[config.mk]
export PLATFORM = sky130hd
export DESIGN_NAME = msg_wc_buffer
export DESIGN_NICKNAME = d
export VERILOG_FILES = /design/src/rtl/wcb_pkg.sv /design/src/rtl/wcb_line_store.sv /design/src/rtl/wcb_ctrl.sv /design/src/rtl/wcb_emit.sv /design/src/rtl/msg_wc_buffer.sv
export SDC_FILE = /design/constraint.sdc
export NUM_CORES = 1
export LEC_CHECK = 0
export BUFFER_PORTS_ARGS = -buffer_cell sky130_fd_sc_hd__buf_2
export CORE_ASPECT_RATIO = 1.1
export CORE_MARGIN = 2
export CORE_UTILIZATION = 45
export DETAILED_ROUTE_END_ITERATION = 10
export HOLD_SLACK_MARGIN = 0.03
export PLACE_DENSITY = 0.71
export SYNTH_ARGS = -nofsm -noshare
export SYNTH_HDL_FRONTEND = slang
export SYNTH_SLANG_ARGS = --single-unit
[constraint.sdc]
create_clock -name clk_i -period 5.98 [get_ports clk_i]
set_input_delay 1.196 -clock clk_i [delete_from_list [all_inputs] [get_ports clk_i]]
set_output_delay 1.196 -clock clk_i [all_outputs]
set_load 0.03 [all_outputs]
[src/rtl/wcb_pkg.sv]
package wcb_pkg;
  typedef enum logic [1:0] {
    WCB_IDLE   = 2'd0,
    WCB_FLUSH  = 2'd1,
    WCB_SINGLE = 2'd2
  } wcb_state_e;
endpackage

[src/rtl/wcb_line_store.sv]
module wcb_line_store #(
  parameter int unsigned DATA_W = 32,
  parameter int unsigned BEATS  = 8,
  parameter int unsigned TAG_W  = 27,
  localparam int unsigned BYTES  = DATA_W / 8,
  localparam int unsigned BEAT_W = $clog2(BEATS)
) (
  input  logic              clk_i,
  input  logic              rst_ni,
  input  logic              wr_en_i,
  input  logic [TAG_W-1:0]  wr_tag_i,
  input  logic [BEAT_W-1:0] wr_beat_i,
  input  logic [DATA_W-1:0] wr_data_i,
  input  logic [BYTES-1:0]  wr_be_i,
  input  logic              clear_i,
  input  logic [BEAT_W-1:0] rd_beat_i,
  output logic [TAG_W-1:0]  tag_o,
  output logic              occupied_o,
  output logic              full_o,
  output logic [DATA_W-1:0] rd_data_o,
  output logic [BYTES-1:0]  rd_be_o
);
  logic [DATA_W-1:0] line_q [BEATS];
  logic [BYTES-1:0]  bv_q   [BEATS];
  logic [TAG_W-1:0]  tag_q;
  logic              occ_q;

  for (genvar b = 0; b < BEATS; b++) begin : g_beat
    always_ff @(posedge clk_i or negedge rst_ni) begin
      if (!rst_ni) begin
        bv_q[b]   <= '0;
        line_q[b] <= '0;
      end else if (clear_i) begin
        bv_q[b] <= '0;
      end else if (wr_en_i && wr_beat_i == BEAT_W'(b)) begin
        bv_q[b] <= bv_q[b] | wr_be_i;
        for (int k = 0; k < BYTES; k++) begin
          if (wr_be_i[k]) line_q[b][8*k +: 8] <= wr_data_i[8*k +: 8];
        end
      end
    end
  end

  always_ff @(posedge clk_i or negedge rst_ni) begin
    if (!rst_ni) begin
      occ_q <= 1'b0;
      tag_q <= '0;
    end else if (clear_i) begin
      occ_q <= 1'b0;
    end else if (wr_en_i) begin
      occ_q <= 1'b1;
      tag_q <= wr_tag_i;
    end
  end

  always_comb begin
    full_o = occ_q;
    for (int b = 0; b < BEATS; b++) full_o = full_o & (&bv_q[b]);
  end

  assign tag_o      = tag_q;
  assign occupied_o = occ_q;
  assign rd_data_o  = line_q[rd_beat_i];
  assign rd_be_o    = bv_q[rd_beat_i];

  // a merge into a live line must target that same line
  a_r4_same_line: assert property (@(posedge clk_i) disable iff (!rst_ni)
    (wr_en_i && occ_q) |-> (wr_tag_i == tag_q));
endmodule

[src/rtl/wcb_ctrl.sv]
module wcb_ctrl
  import wcb_pkg::*;
#(
  parameter int unsigned BEATS = 8,
  localparam int unsigned BEAT_W = $clog2(BEATS)
) (
  input  logic              clk_i,
  input  logic              rst_ni,
  input  logic              st_valid_i,
  input  logic              st_msg_i,
  input  logic              hit_i,
  input  logic              occupied_i,
  input  logic              full_i,
  input  logic              wr_ready_i,
  output logic              st_ready_o,
  output logic              line_wr_o,
  output logic              single_ld_o,
  output logic              clear_o,
  output wcb_state_e        state_o,
  output logic [BEAT_W-1:0] beat_o
);
  wcb_state_e        state_q, state_d;
  logic [BEAT_W-1:0] beat_q, beat_d;
  logic              conflict, accept, last_beat;

  assign conflict    = st_valid_i && occupied_i && (!st_msg_i || !hit_i);
  assign st_ready_o  = (state_q == WCB_IDLE) && !full_i && !conflict;
  assign accept      = st_valid_i && st_ready_o;
  assign line_wr_o   = accept && st_msg_i;
  assign single_ld_o = accept && !st_msg_i;
  assign last_beat   = (beat_q == BEAT_W'(BEATS - 1));

  always_comb begin
    state_d = state_q;
    beat_d  = beat_q;
    clear_o = 1'b0;
    unique case (state_q)
      WCB_IDLE: begin
        if (full_i || conflict) begin
          state_d = WCB_FLUSH;
          beat_d  = '0;
        end else if (single_ld_o) begin
          state_d = WCB_SINGLE;
        end
      end
      WCB_FLUSH: begin
        if (wr_ready_i) begin
          if (last_beat) begin
            state_d = WCB_IDLE;
            clear_o = 1'b1;
          end else begin
            beat_d = beat_q + 1'b1;
          end
        end
      end
      WCB_SINGLE: if (wr_ready_i) state_d = WCB_IDLE;
      default: state_d = WCB_IDLE;
    endcase
  end

  always_ff @(posedge clk_i or negedge rst_ni) begin
    if (!rst_ni) begin
      state_q <= WCB_IDLE;
      beat_q  <= '0;
    end else begin
      state_q <= state_d;
      beat_q  <= beat_d;
    end
  end

  assign state_o = state_q;
  assign beat_o  = beat_q;
endmodule

[src/rtl/wcb_emit.sv]
module wcb_emit
  import wcb_pkg::*;
#(
  parameter int unsigned ADDR_W = 32,
  parameter int unsigned DATA_W = 32,
  parameter int unsigned BEATS  = 8,
  localparam int unsigned BYTES  = DATA_W / 8,
  localparam int unsigned BEAT_W = $clog2(BEATS),
  localparam int unsigned BYTE_W = $clog2(BYTES),
  localparam int unsigned TAG_W  = ADDR_W - BEAT_W - BYTE_W
) (
  input  logic              clk_i,
  input  logic              rst_ni,
  input  logic              single_ld_i,
  input  logic [ADDR_W-1:0] st_addr_i,
  input  logic [DATA_W-1:0] st_data_i,
  input  logic [BYTES-1:0]  st_be_i,
  input  wcb_state_e        state_i,
  input  logic [BEAT_W-1:0] beat_i,
  input  logic [TAG_W-1:0]  tag_i,
  input  logic [DATA_W-1:0] line_data_i,
  input  logic [BYTES-1:0]  line_be_i,
  input  logic              wr_ready_i,
  output logic              wr_valid_o,
  output logic [ADDR_W-1:0] wr_addr_o,
  output logic [DATA_W-1:0] wr_data_o,
  output logic [BYTES-1:0]  wr_be_o,
  output logic              wr_burst_o,
  output logic              wr_last_o
);
  logic [ADDR_W-1:0] s_addr_q;
  logic [DATA_W-1:0] s_data_q;
  logic [BYTES-1:0]  s_be_q;

  always_ff @(posedge clk_i or negedge rst_ni) begin
    if (!rst_ni) begin
      s_addr_q <= '0;
      s_data_q <= '0;
      s_be_q   <= '0;
    end else if (single_ld_i) begin
      s_addr_q <= st_addr_i;
      s_data_q <= st_data_i;
      s_be_q   <= st_be_i;
    end
  end

  always_comb begin
    wr_valid_o = 1'b0;
    wr_burst_o = 1'b0;
    wr_last_o  = 1'b0;
    wr_addr_o  = s_addr_q;
    wr_data_o  = s_data_q;
    wr_be_o    = s_be_q;
    if (state_i == WCB_FLUSH) begin
      wr_valid_o = 1'b1;
      wr_burst_o = 1'b1;
      wr_last_o  = (beat_i == BEAT_W'(BEATS - 1));
      wr_addr_o  = {tag_i, beat_i, {BYTE_W{1'b0}}};
      wr_data_o  = line_data_i;
      wr_be_o    = line_be_i;
    end else if (state_i == WCB_SINGLE) begin
      wr_valid_o = 1'b1;
      wr_last_o  = 1'b1;
    end
  end

  a_r7_hold_stable: assert property (@(posedge clk_i) disable iff (!rst_ni)
    (wr_valid_o && !wr_ready_i) |=> (wr_valid_o && $stable(wr_addr_o) && $stable(wr_data_o)
      && $stable(wr_be_o) && $stable(wr_burst_o) && $stable(wr_last_o)));
endmodule

[src/rtl/msg_wc_buffer.sv]
module msg_wc_buffer
  import wcb_pkg::*;
#(
  parameter int unsigned ADDR_W = 32,
  parameter int unsigned DATA_W = 32,
  parameter int unsigned BEATS  = 8,
  localparam int unsigned BYTES  = DATA_W / 8,
  localparam int unsigned BEAT_W = $clog2(BEATS),
  localparam int unsigned BYTE_W = $clog2(BYTES),
  localparam int unsigned OFF_W  = BEAT_W + BYTE_W,
  localparam int unsigned TAG_W  = ADDR_W - OFF_W
) (
  input  logic              clk_i,
  input  logic              rst_ni,
  input  logic              st_valid_i,
  output logic              st_ready_o,
  input  logic [ADDR_W-1:0] st_addr_i,
  input  logic [DATA_W-1:0] st_data_i,
  input  logic [BYTES-1:0]  st_be_i,
  input  logic              st_msg_i,
  output logic              wr_valid_o,
  input  logic              wr_ready_i,
  output logic [ADDR_W-1:0] wr_addr_o,
  output logic [DATA_W-1:0] wr_data_o,
  output logic [BYTES-1:0]  wr_be_o,
  output logic              wr_burst_o,
  output logic              wr_last_o
);
  logic [TAG_W-1:0]  tag, st_tag;
  logic [BEAT_W-1:0] st_beat, beat;
  logic              occupied, full, hit, line_wr, single_ld, clear;
  logic [DATA_W-1:0] line_data;
  logic [BYTES-1:0]  line_be;
  wcb_state_e        state;

  assign st_tag  = st_addr_i[ADDR_W-1:OFF_W];
  assign st_beat = st_addr_i[OFF_W-1:BYTE_W];
  assign hit     = (st_tag == tag);

  wcb_line_store #(.DATA_W(DATA_W), .BEATS(BEATS), .TAG_W(TAG_W)) u_line (
    .clk_i, .rst_ni,
    .wr_en_i(line_wr), .wr_tag_i(st_tag), .wr_beat_i(st_beat),
    .wr_data_i(st_data_i), .wr_be_i(st_be_i), .clear_i(clear),
    .rd_beat_i(beat), .tag_o(tag), .occupied_o(occupied), .full_o(full),
    .rd_data_o(line_data), .rd_be_o(line_be)
  );

  wcb_ctrl #(.BEATS(BEATS)) u_ctrl (
    .clk_i, .rst_ni,
    .st_valid_i, .st_msg_i, .hit_i(hit), .occupied_i(occupied), .full_i(full),
    .wr_ready_i, .st_ready_o, .line_wr_o(line_wr), .single_ld_o(single_ld),
    .clear_o(clear), .state_o(state), .beat_o(beat)
  );

  wcb_emit #(.ADDR_W(ADDR_W), .DATA_W(DATA_W), .BEATS(BEATS)) u_emit (
    .clk_i, .rst_ni,
    .single_ld_i(single_ld), .st_addr_i, .st_data_i, .st_be_i,
    .state_i(state), .beat_i(beat), .tag_i(tag),
    .line_data_i(line_data), .line_be_i(line_be), .wr_ready_i,
    .wr_valid_o, .wr_addr_o, .wr_data_o, .wr_be_o, .wr_burst_o, .wr_last_o
  );

  a_r7_stall_input: assert property (@(posedge clk_i) disable iff (!rst_ni)
    wr_valid_o |-> !st_ready_o);

  a_r3_beat_order: assert property (@(posedge clk_i) disable iff (!rst_ni)
    (wr_valid_o && wr_burst_o && wr_ready_i && !wr_last_o) |=>
      (wr_valid_o && wr_burst_o && wr_addr_o == $past(wr_addr_o) + ADDR_W'(BYTES)));

  a_r4_line_cleared: assert property (@(posedge clk_i) disable iff (!rst_ni)
    (wr_valid_o && wr_burst_o && wr_last_o && wr_ready_i) |=> !occupied);

  a_r6_single_one_beat: assert property (@(posedge clk_i) disable iff (!rst_ni)
    (wr_valid_o && !wr_burst_o && wr_ready_i) |=> !wr_valid_o);
endmodule

==> run_results.csv, run 1 <==
group,metric,value,unit
run_status,status,"complete, no violations",
critical_path,worst_r2r_path_depth,7,
sta,skew,0.0181,ns
placement,dpl.cell_count,1805,
yosys,post-synth-top-area-cell,"dfrtp_1",
yosys,synth_area_leaders,"dfrtp_1 54%, mux2_2 24%, mux4_2 9.0%",
yosys,async_flop_share,1.00,
power_and_ir_drop,power_leakage,9.53,nW
layout,final_design_area_no_fill,20700,sq um
clock_tree,cts-root-to-sink-buffers,3,
layout,mostFrequentLayoutCells,"386 x dfrtp_1, 382 x mux2_2, 143 x buf_2",
critical_path,worst_ep_required_time,4.78,ns
yosys,largest_family_of_logic_cells_by_synthesized_area,"multiplexers",
placement,gp_congestion,0.798,
floorplanning,die_x,195,um
critical_path,timing.critical_path.to_type,"output port",
floorplanning,full_die_area,41800,sq um
layout,layout.cells.non_filler,1884,
floorplanning,fp.dieH,214,um
grt,groute.usage.overall,0.194,
yosys,synth_flop_cell,"dfrtp_1",
critical_path,crit_path_largest_cell_delay,0.81,ns
power_and_ir_drop,power-per-cell-area,516,nW/um^2
clock_tree,clk_pin_slew,0.06,ns
sta,fmax,0.224,GHz
route,drcViolationCount,0,
route,totalWireLength,39.9,mm
layout,final_nets,1421,
yosys,synthMuxAreaShare,0.348,
worst_hold_path,hold_depth,2,
yosys,yosys.cell_types.count,44,
yosys,syn_area_per_cell,15.0,sq um
clock_tree,cts_resized,0,
layout,mostFrequentLayoutCell,"dfrtp_1",
yosys,postSynthNetCount,1283,
yosys,synth_enable_flop_cells,0,
yosys,yosysSeqAreaShare,0.539,
route,routed-via-count,10700,
sta,layout_worst_path_cycle_share,0.747,
sta,rel_slew_slack,0.167,
clock_tree,cts-hold-fix-buffers,0,
clock_tree,clock-sinks,389,
placement,placement.io_buffers,144,
critical_path,path_class,"flip-flop to output port",
route,routedWlPerCell,21.2,um
route,routed_via_density,5.68,
critical_path,critical-path-slowest-cell,"dfrtp_2",
sta,tns,0,ns
sta,period_minus_slack,4.47,ns
clock_tree,num_cts_buffers,43,
critical_path,timing.critical_path.max_delay_family,"buffers and inverters",
critical_path,cp-start-kind,"flip-flop",
grt,grt_overflow_total,0,
critical_path,critPathArrivalTime,3.27,ns
route,drt_pass1_iterations,5,
floorplanning,i_o_pins,145,
sta,timing.final.setup_violations,0,
critical_path,rr_endpoint,"u_line.line_q[133]$_DFFE_PN0P_",
sta,setup_repair_after_global_routing_missed_its_margin,"no",
floorplanning,num_rows,76,
placement,postPlaceCellArea,19300,sq um
yosys,post_synth_xor_area_fraction,0.0131,
power_and_ir_drop,worst_ir_drop_on_vdd,0.313,mV
critical_path,rrSetupSlack,2.05,ns
critical_path,r2r-start,"u_ctrl.beat_o[0]$_DFFE_PN0P_",
clock_tree,clkLatencyLatePin,0.55,ns
floorplanning,floorplan.initialDensity,0.459,
job,max_cap_violations,0,
grt,first_global_vias,11300,
sta,worst-slew-pin-transition,1.25,ns
clock_tree,tritoncts,"built",
yosys,gate_count_of_the_mapped_netlist,1205,
route,drt_iter0_drc,567,
grt,grt_antenna_before_repair,3,
floorplanning,core_region_area,39400,sq um
layout,layout.filler_cells,3315,
route,ant_nets,0,
clock_tree,h-tree-depth,2,
layout,finalCoreUtilization,0.527,
critical_path,cp_cell_sequence,"buf_4 > mux4_2 > mux2i_1 > a21oi_1 > buf_2",
layout,area_delta_synth_final,14.8,%
yosys,post_synth_and_or_nand_nor_area_fraction,0.0588,
worst_hold_path,worst_hold_path.endpoint,"u_line.bv_q[5]$_DFFE_PN0P_",
yosys,synth-adder-area-share,0.00346,
critical_path,critical_path_peak_fanout,49,
worst_hold_path,hp-start,"u_line.bv_q[5]$_DFFE_PN0P_",
sta,final.hold.worst_slack,0.497,ns
yosys,synth_top_cell_area_share,0.539,
sta,final_count_of_pins_violating_max_slew,0,
worst_hold_path,min_path_type,"flip-flop to flip-flop",
yosys,fraction_of_the_mapped_netlist_area_in_compound_gates,0.0217,
layout,final_layout_size_suffix_gt1_frac,0.517,
yosys,yosysWarningCount,0,
clock_tree,clock-root-buffer,"clkbuf_16",
critical_path,critical_path.n_buffers_inverters,2,
grt,grt_max_degree,132,
yosys,synth.ff_latch_count,389,
yosys,post_synth_instance_area,18100,sq um
clock_tree,cts.repair_timing.setup_buffer_count,0,
placement,final_hpwl_from_detailed_placement,24.9,mm
sta,finalHoldViolations,0,
grt,grt_pass1_wl,63.9,mm
per-layer routing:
layer / global-route usage / vias to the layer above / share of wire
li1: - / 4772 / -
met2: 0.323 / 229 / 0.49
met1: 0.266 / 5640 / 0.45
met3: 0.0280 / 61 / 0.036
met5: 0 / - / 0.00033
met4: 0.0550 / 2 / 0.023
stage by stage:
| step | worst slack, ns | power, W |
|---|---|---|
| after floorplan | 2.03 | 0.00704 |
| after global placement | 1.80 | 0.00802 |
| after detailed placement | 1.79 | 0.00814 |
| after CTS | 1.45 | 0.0108 |
| after global routing | 1.35 | 0.0113 |
| final | 1.51 | 0.0107 |
cell usage after synthesis (2+ instances only):
cell,instances
dfrtp_1,389
nor3_1,2
nand4b_1,9
ha_1,5
xnor2_1,27
and3_1,4
or4_2,8
nor4_4,13
o221a_2,2
a21o_1,12
nand3b_1,2
mux2i_1,36
nand2_1,48
nor2b_1,3
inv_1,2
buf_1,10
mux4_2,72
nor2_1,45
nand4_1,17
o21ai_0,3
buf_2,16
clkbuf_1,34
a21o_2,3
a21oi_1,38
nand3_1,5
mux2_2,382
tightest hold or removal path, cell delays in order, from the launching register on:
cell and delay, ns:
dfrtp_1 0.36, nand2_1 0.05, nand2_1 0.06
power breakdown:
part | internal [W] | switching [W] | leakage (nW)
sequential | 0.00350 | 0.000606 | 5.07
combinational | 0.00182 | 0.00213 | 3.76
clock | 0.00160 | 0.00104 | 0.700
worst max-delay path by stage:
stage | from | end | cells after the start
CTS | u_ctrl.beat_o[1]$_DFFE_PN0P_ | wr_be_o[2] | 5
global route | u_ctrl.beat_o[1]$_DFFE_PN0P_ | wr_be_o[2] | 5
global placement | st_addr_i[30] | st_ready_o | 8
finish | u_ctrl.beat_o[1]$_DFFE_PN0P_ | wr_be_o[2] | 5
detailed placement | st_addr_i[30] | st_ready_o | 8
floorplan | st_addr_i[11] | st_ready_o | 7
kinds of logic (layout without fill, tap and decap cells):
kind of cell	count (synthesis)	count (layout)
compound gates	64	64
xor+xnor	27	27
fa+ha+maj	5	5
buf+inv	65	236
flops	389	389
mux	490	490
other cells	0	1
simple gates	165	165
state kept, by name, indices dropped and copies added, names as in the netlist:
| signal | count |
|---|---|
| u_ctrl.beat_o | 3 |
| u_ctrl.state_o | 2 |
| u_emit.s_addr_q | 32 |
| u_emit.s_be_q | 4 |
| u_emit.s_data_q | 32 |
| u_line.bv_q | 32 |
| u_line.line_q | 256 |
| u_line.occupied_o | 1 |
| u_line.tag_o | 27 |
cell type report:
cell class              instances  area (sq um)  share of cell area
flip-flops and latches        389          9740               0.470
multi-input cells             751          8060               0.389
clock buffers                  67          1280              0.0615
repair buffers                156           858              0.0414
well taps                     507           634              0.0306
clock inverters                11           155             0.00748
inverters                       2          7.51            0.000362
diodes                          1          2.50            0.000121
No activity file was read; power rests on OpenSTA's default activity.
==> run 2, diff against run 1 <==
--- a/config.mk
+++ b/config.mk
@@ -5,13 +5,14 @@
 export SDC_FILE = /design/constraint.sdc
 export NUM_CORES = 1
 export LEC_CHECK = 0
+export ABC_AREA = 1
 export BUFFER_PORTS_ARGS = -buffer_cell sky130_fd_sc_hd__buf_2
 export CORE_ASPECT_RATIO = 1.1
 export CORE_MARGIN = 2
 export CORE_UTILIZATION = 45
 export DETAILED_ROUTE_END_ITERATION = 10
 export HOLD_SLACK_MARGIN = 0.03
-export PLACE_DENSITY = 0.71
+export PLACE_DENSITY = 0.73
 export SYNTH_ARGS = -nofsm -noshare
 export SYNTH_HDL_FRONTEND = slang
 export SYNTH_SLANG_ARGS = --single-unit
==> constraint.sdc (replaced) <==
create_clock -name clk_i -period 4.1 [get_ports clk_i]
set_input_delay 0.82 -clock clk_i [delete_from_list [all_inputs] [get_ports clk_i]]
set_output_delay 0.82 -clock clk_i [all_outputs]
set_load 0.03 [all_outputs]
==> run_results.csv, run 2 <==
group,metric,value,unit
run_status,status,"complete, no violations",
yosys,synth_enable_flop_cells,0,
layout,largest_reg_flops,256,
clock_tree,h-tree-depth,2,
clock_tree,tritoncts,"built",
yosys,synth_area_leaders,"dfrtp_1 50%, nand2_1 17%, nand4_1 8.5%",
grt,groute.usage.overall,0.274,
route,drt_iter0_drc,2534,
sta,timing.final.setup_violations,0,
critical_path,critical_path.n_buffers_inverters,3,
clock_tree,clock-root-buffer,"clkbuf_16",
placement,postPlaceCellArea,20500,sq um
yosys,netlist_top_cells_count,"896 x nand2_1, 389 x dfrtp_1, 264 x nand4_1, 239 x o21ai_0, 153 x nor2_1",
grt,grt_antenna_before_repair,6,
power_and_ir_drop,power_leakage,11.4,nW
critical_path,crit_path_largest_cell_delay,0.68,ns
power_and_ir_drop,power-per-cell-area,740,nW/um^2
power_and_ir_drop,power.total,0.0163,W
floorplanning,i_o_pins,145,
clock_tree,cts_resized,0,
floorplanning,fp.dieH,222,um
sta,finalHoldViolations,0,
floorplanning,core_region_area,42400,sq um
yosys,gate_count_of_the_mapped_netlist,2497,
route,ant_nets,0,
sta,worst-slew-pin-transition,1.06,ns
route,routedWlPerCell,19.8,um
power_and_ir_drop,net-switching-power,0.00684,W
layout,final_nets,2612,
clock_tree,cts-hold-fix-buffers,0,
floorplanning,num_rows,79,
critical_path,critPathArrivalTime,3.04,ns
sta,setup_repair_after_global_routing_missed_its_margin,"no",
route,routed-via-count,18400,
critical_path,path_class,"flip-flop to output port",
layout,regArea,9740,sq um
yosys,yosysSeqAreaShare,0.502,
power_and_ir_drop,netSwitchingFraction,0.419,
sta,fmax,0.259,GHz
critical_path,timing.critical_path.to_type,"output port",
layout,mostFrequentLayoutCells,"896 x nand2_1, 387 x dfrtp_1, 264 x nand4_1",
layout,area_delta_synth_final,13.7,%
route,drt_pass1_iterations,8,
clock_tree,cts-root-to-sink-buffers,3,
sta,rel_slew_slack,0.292,
sta,period_minus_slack,3.86,ns
yosys,async_flop_share,1.00,
route,drcViolationCount,0,
yosys,yosysWarningCount,0,
layout,mostFrequentLayoutCell,"nand2_1",
grt,grt_pass1_wl,98.2,mm
critical_path,cp-start-kind,"flip-flop",
placement,final_hpwl_from_detailed_placement,37.9,mm
critical_path,cp_cell_sequence,"inv_4 > buf_12 > o21ai_0 > o22ai_1 > nand3_1 > o211ai_1 > buf_2",
power_and_ir_drop,clkPwrFrac,0.254,
placement,gp_congestion,0.859,
layout,regMostFlops,"u_line.line_q",
sta,layout_worst_path_cycle_share,0.942,
grt,grt_max_degree,100,
critical_path,worst_ep_required_time,3.28,ns
sta,skew,0.0407,ns
job,max_cap_violations,0,
placement,dpl.cell_count,3057,
worst_hold_path,min_path_type,"input port to async pin",
yosys,synth_flop_cell,"dfrtp_1",
yosys,postSynthNetCount,2575,
floorplanning,full_die_area,44800,sq um
route,routed_via_density,5.88,
critical_path,critical-path-slowest-cell,"dfrtp_4",
sta,final_count_of_pins_violating_max_slew,0,
placement,placement.io_buffers,144,
clock_tree,cts.repair_timing.setup_buffer_count,0,
layout,layout.filler_cells,3871,
yosys,synth.ff_latch_count,389,
sta,tns,0,ns
floorplanning,floorplan.initialDensity,0.457,
grt,grt_overflow_total,0,
layout,multi_input_area,8370,sq um
critical_path,timing.critical_path.max_delay_family,"buffers and inverters",
yosys,syn_area_per_cell,7.76,sq um
yosys,post_synth_instance_area,19400,sq um
yosys,yosys.cell_types.count,28,
clock_tree,num_cts_buffers,42,
clock_tree,clk_pin_slew,0.06,ns
yosys,post-synth-top-area-cell,"dfrtp_1",
layout,final_design_area_no_fill,22000,sq um
power_and_ir_drop,cell_internal_pwr,0.00947,W
layout,final_layout_size_suffix_gt1_frac,0.130,
layout,layout.cells.non_filler,3135,
floorplanning,die_x,202,um
clock_tree,clock-sinks,389,
yosys,synth_top_cell_area_share,0.502,
power_and_ir_drop,seqPwrFrac,0.363,
yosys,most_frequent_cell_after_synthesis,"nand2_1",
clock_tree,clkLatencyLatePin,0.57,ns
grt,first_global_vias,17600,
route,totalWireLength,62.2,mm
power_and_ir_drop,worst_ir_drop_on_vdd,0.477,mV
power_and_ir_drop,share_comb_of_total_power,0.383,
critical_path,critical_path_peak_fanout,70,
==> run 2: worst reg2reg max path, delay by kind of cell, from the launching register on <==
family | cells | cell delay, ns
buf+inv | 4 | 1.05
simple gates | 6 | 1.01
flops | 1 | 0.68
fa+ha+maj | 2 | 0.49
==> run 2: cell families after synthesis <==
logic type | after synthesis | share of synthesized area
AND/OR/NAND/NOR | 1399 | 0.321
adder cells (fa/ha/maj) | 5 | 0.00323
XOR/XNOR | 7 | 0.00316
flip-flops | 389 | 0.502
AO/OA/AOI/OAI | 360 | 0.102
buffers and inverters | 337 | 0.0689
==> run 2: routing by layer <==
| layer | GRT usage | vias to the layer above | share of wire |
|---|---|---|---|
| met4 | 0.100 | 6 | 0.034 |
| li1 | - | 8393 | - |
| met1 | 0.380 | 8910 | 0.41 |
| met5 | 0 | - | 0.00071 |
| met2 | 0.424 | 981 | 0.45 |
| met3 | 0.0553 | 157 | 0.10 |
==> run 2: layout make-up <==
cell class                 count  share of cell area
sequential                   389               0.442
multi-input combinational   1771               0.379
timing repair buffer         202              0.0563
clock buffer                  56              0.0537
tap                          567              0.0322
inverter                     128              0.0219
clock inverter                19              0.0145
antenna                        3            0.000340
==> run 2: power groups by stage <==
| stage | logic [W] | registers (W) | clock network, W |
|---|---|---|---|
| 5_1_grt | 0.00691 | 0.00605 | 0.00434 |
| 3_3_place_gp | 0.00604 | 0.00588 | 0 |
| 3_5_place_dp | 0.00617 | 0.00593 | 0 |
| 6_report | 0.00624 | 0.00592 | 0.00415 |
| 4_1_cts | 0.00621 | 0.00588 | 0.00418 |
| 2_1_floorplan | 0.00451 | 0.00563 | 0 |
==> run 2: path summary, 6_finish.rpt <==
path,depth (start not counted),start,slack (ns),endpoint
setup / recovery,7,u_ctrl.beat_o[0]$_DFFE_PN0P_,0.24,wr_data_o[5]
hold / removal,1,rst_ni,0.26,u_line.tag_o[5]$_DFFE_PN0P_
setup reg to reg,12,u_ctrl.beat_o[0]$_DFFE_PN0P_,0.76,u_line.line_q[39]$_DFFE_PN0P_
hold reg to reg,2,u_line.line_q[44]$_DFFE_PN0P_,0.47,u_line.line_q[44]$_DFFE_PN0P_
max in group asynchronous,2,rst_ni,2.72,u_emit.s_data_q[22]$_DFFE_PN0P_
min in group clk_i,2,u_line.line_q[44]$_DFFE_PN0P_,0.47,u_line.line_q[44]$_DFFE_PN0P_
==> run 2: stage by stage <==
step / worst slack (ns) / hold WS, ns / util
detailed placement: 0.838 / 0.453 / 0.484
CTS: 0.243 / 0.302 / 0.520
floorplan: 0.894 / 0.437 / -
finish: 0.239 / 0.261 / 0.520
global route: 0.0708 / 0.331 / 0.520
global placement: 0.901 / 0.447 / 0.484
==> run 3, diff against run 2 <==
--- a/config.mk
+++ b/config.mk
@@ -5,7 +5,6 @@
 export SDC_FILE = /design/constraint.sdc
 export NUM_CORES = 1
 export LEC_CHECK = 0
-export ABC_AREA = 1
 export BUFFER_PORTS_ARGS = -buffer_cell sky130_fd_sc_hd__buf_2
 export CORE_ASPECT_RATIO = 1.1
 export CORE_MARGIN = 2
==> run_results.csv, run 3 (same netlist as run 1, synthesis figures left out) <==
group,metric,value,unit
run_status,status,"complete, no violations",
critical_path,timing.critical_path.to,"wr_be_o[0]",
layout,final_design_area_no_fill,20900,sq um
clock_tree,h-tree-depth,2,
clock_tree,cts-hold-fix-buffers,0,
placement,gp_congestion,0.803,
floorplanning,core_region_area,39400,sq um
sta,final_count_of_pins_violating_max_slew,0,
sta,tns,0,ns
route,drt_pass1_iterations,5,
clock_tree,cts-root-to-sink-buffers,3,
power_and_ir_drop,power_leakage,9.66,nW
job,max_cap_violations,0,
grt,grt_pass1_wl,64.7,mm
sta,worst_slack,0.512,ns
grt,grt_antenna_before_repair,6,
clock_tree,tritoncts,"built",
sta,setup_repair_after_global_routing_missed_its_margin,"no",
sta,period_minus_slack,3.59,ns
route,routed_via_density,5.66,
route,routedWlPerCell,21.0,um
layout,layout.filler_cells,3247,
critical_path,rrSetupSlack,0.94,ns
placement,final_hpwl_from_detailed_placement,25.6,mm
power_and_ir_drop,power-per-cell-area,747,nW/um^2
critical_path,r2r-start,"u_ctrl.beat_o[0]$_DFFE_PN0P_",
placement,dp_slack,0.461,ns
worst_hold_path,min_path_type,"input port to async pin",
route,drt_iter0_drc,625,
floorplanning,die_x,195,um
critical_path,timing.critical_path.to_type,"output port",
route,totalWireLength,40.0,mm
layout,largest_reg_flops,256,
critical_path,cp_cell_sequence,"buf_12 > mux4_2 > mux2i_1 > a21oi_1 > buf_2",
floorplanning,num_rows,76,
clock_tree,clock-sinks,389,
critical_path,rr_endpoint,"u_line.line_q[200]$_DFFE_PN0P_",
placement,dpl.cell_count,1826,
layout,area_delta_synth_final,15.9,%
critical_path,worst_r2r_path_depth,7,
grt,groute.usage.overall,0.196,
placement,postPlaceCellArea,19500,sq um
layout,mostFrequentLayoutCell,"dfrtp_1",
critical_path,critical_path_peak_fanout,75,
critical_path,path_class,"flip-flop to output port",
floorplanning,floorplan.initialDensity,0.459,
critical_path,cp-start-kind,"flip-flop",
sta,rel_slew_slack,0.314,
sta,layout_worst_path_cycle_share,0.875,
critical_path,cp-startpoint,"u_ctrl.beat_o[0]$_DFFE_PN0P_",
critical_path,crit_path_largest_cell_delay,0.58,ns
clock_tree,cts_resized,0,
sta,timing.final.setup_violations,0,
layout,final_nets,1441,
clock_tree,clk_pin_slew,0.06,ns
grt,grt_overflow_total,0,
grt,grt_max_degree,116,
sta,fmax,0.279,GHz
floorplanning,i_o_pins,145,
route,routed-via-count,10800,
critical_path,worst_ep_required_time,3.28,ns
route,drcViolationCount,0,
floorplanning,full_die_area,41800,sq um
sta,worst-slew-pin-transition,1.03,ns
clock_tree,clock-root-buffer,"clkbuf_16",
floorplanning,fp.dieH,214,um
power_and_ir_drop,worst_ir_drop_on_vdd,0.384,mV
sta,skew,0.0279,ns
clock_tree,num_cts_buffers,42,
critical_path,critPathArrivalTime,2.77,ns
placement,placement.io_buffers,144,
layout,layout.cells.non_filler,1906,
clock_tree,clkLatencyLatePin,0.57,ns
layout,regMostFlops,"u_line.line_q",
sta,finalHoldViolations,0,
sta,final.hold.worst_slack,0.264,ns
critical_path,critical-path-slowest-cell,"mux4_2",
clock_tree,cts.repair_timing.setup_buffer_count,0,
layout,mostFrequentLayoutCells,"386 x dfrtp_1, 382 x mux2_2, 143 x buf_2",
layout,final_layout_size_suffix_gt1_frac,0.527,
route,ant_nets,0,
grt,first_global_vias,11500,
[run 3: cell count changes in the layout (fill, tap and decap cells not counted), sizes merged, moves of 72 or more]
cell / before / now
nand2: 897 / 48
nand4: 265 / 17
nor2: 155 / 45
mux4: 0 / 72
mux2: 0 / 382
o21ai: 244 / 3
inv: 128 / 4
[run 3: per-layer routing]
layer	up-vias	GRT usage	wire length [um]
met2	225	0.321	19700
met3	75	0.0393	1830
met4	4	0.0634	1090
met5	-	0	20
met1	5671	0.263	17400
li1	4818	-	-
[run 3: worst min path at each step]
| stage | to | startpoint | slack, ns | cells after the start |
|---|---|---|---|---|
| 6_report | u_line.tag_o[7]$_DFFE_PN0P_ | rst_ni | 0.26 | 1 |
| 4_1_cts | u_emit.s_addr_q[3]$_DFFE_PN0P_ | rst_ni | 0.27 | 1 |
| 2_1_floorplan | u_line.bv_q[5]$_DFFE_PN0P_ | u_line.bv_q[5]$_DFFE_PN0P_ | 0.46 | 2 |
| 5_1_grt | u_line.tag_o[7]$_DFFE_PN0P_ | rst_ni | 0.29 | 1 |
| 3_5_place_dp | u_line.bv_q[4]$_DFFE_PN0P_ | u_line.bv_q[4]$_DFFE_PN0P_ | 0.48 | 1 |
| 3_3_place_gp | u_line.bv_q[4]$_DFFE_PN0P_ | u_line.bv_q[4]$_DFFE_PN0P_ | 0.48 | 1 |
[run 3: worst max-delay path: cells and delay by family, from the launching register on]
family / cells / cell delay (ns)
flip-flops: 1 / 0.43
buffers and inverters: 2 / 0.69
AO/OA/AOI/OAI: 1 / 0.12
multiplexers: 2 / 0.90
[run 3: report_power, final]
group / switching (W) / leakage, nW / total [W] / internal [W]
combinational: 0.00327 / 3.88 / 0.00595 / 0.00269
sequential: 0.000730 / 5.07 / 0.00583 / 0.00510
clock: 0.00155 / 0.704 / 0.00386 / 0.00230
total: 0.00555 / 9.66 / 0.0156 / 0.0101
[run 3: area by class of cell]
cell class | instances | area (sq um) | share of cell area
Inverter | 2 | 7.51 | 0.000359
Timing Repair Buffer | 177 | 1070 | 0.0509
Clock inverter | 14 | 164 | 0.00783
Multi-Input combinational cell | 751 | 8060 | 0.385
Clock buffer | 62 | 1250 | 0.0596
Antenna cell | 4 | 10.0 | 0.000478
Tap cell | 507 | 634 | 0.0303
Sequential cell | 389 | 9740 | 0.465
[run 3: metrics by stage]
step / util / power [W]
2_1_floorplan: - / 0.0103
3_3_place_gp: 0.496 / 0.0117
3_5_place_dp: 0.496 / 0.0119
4_1_cts: 0.531 / 0.0158
5_1_grt: 0.532 / 0.0165
6_report: 0.532 / 0.0156
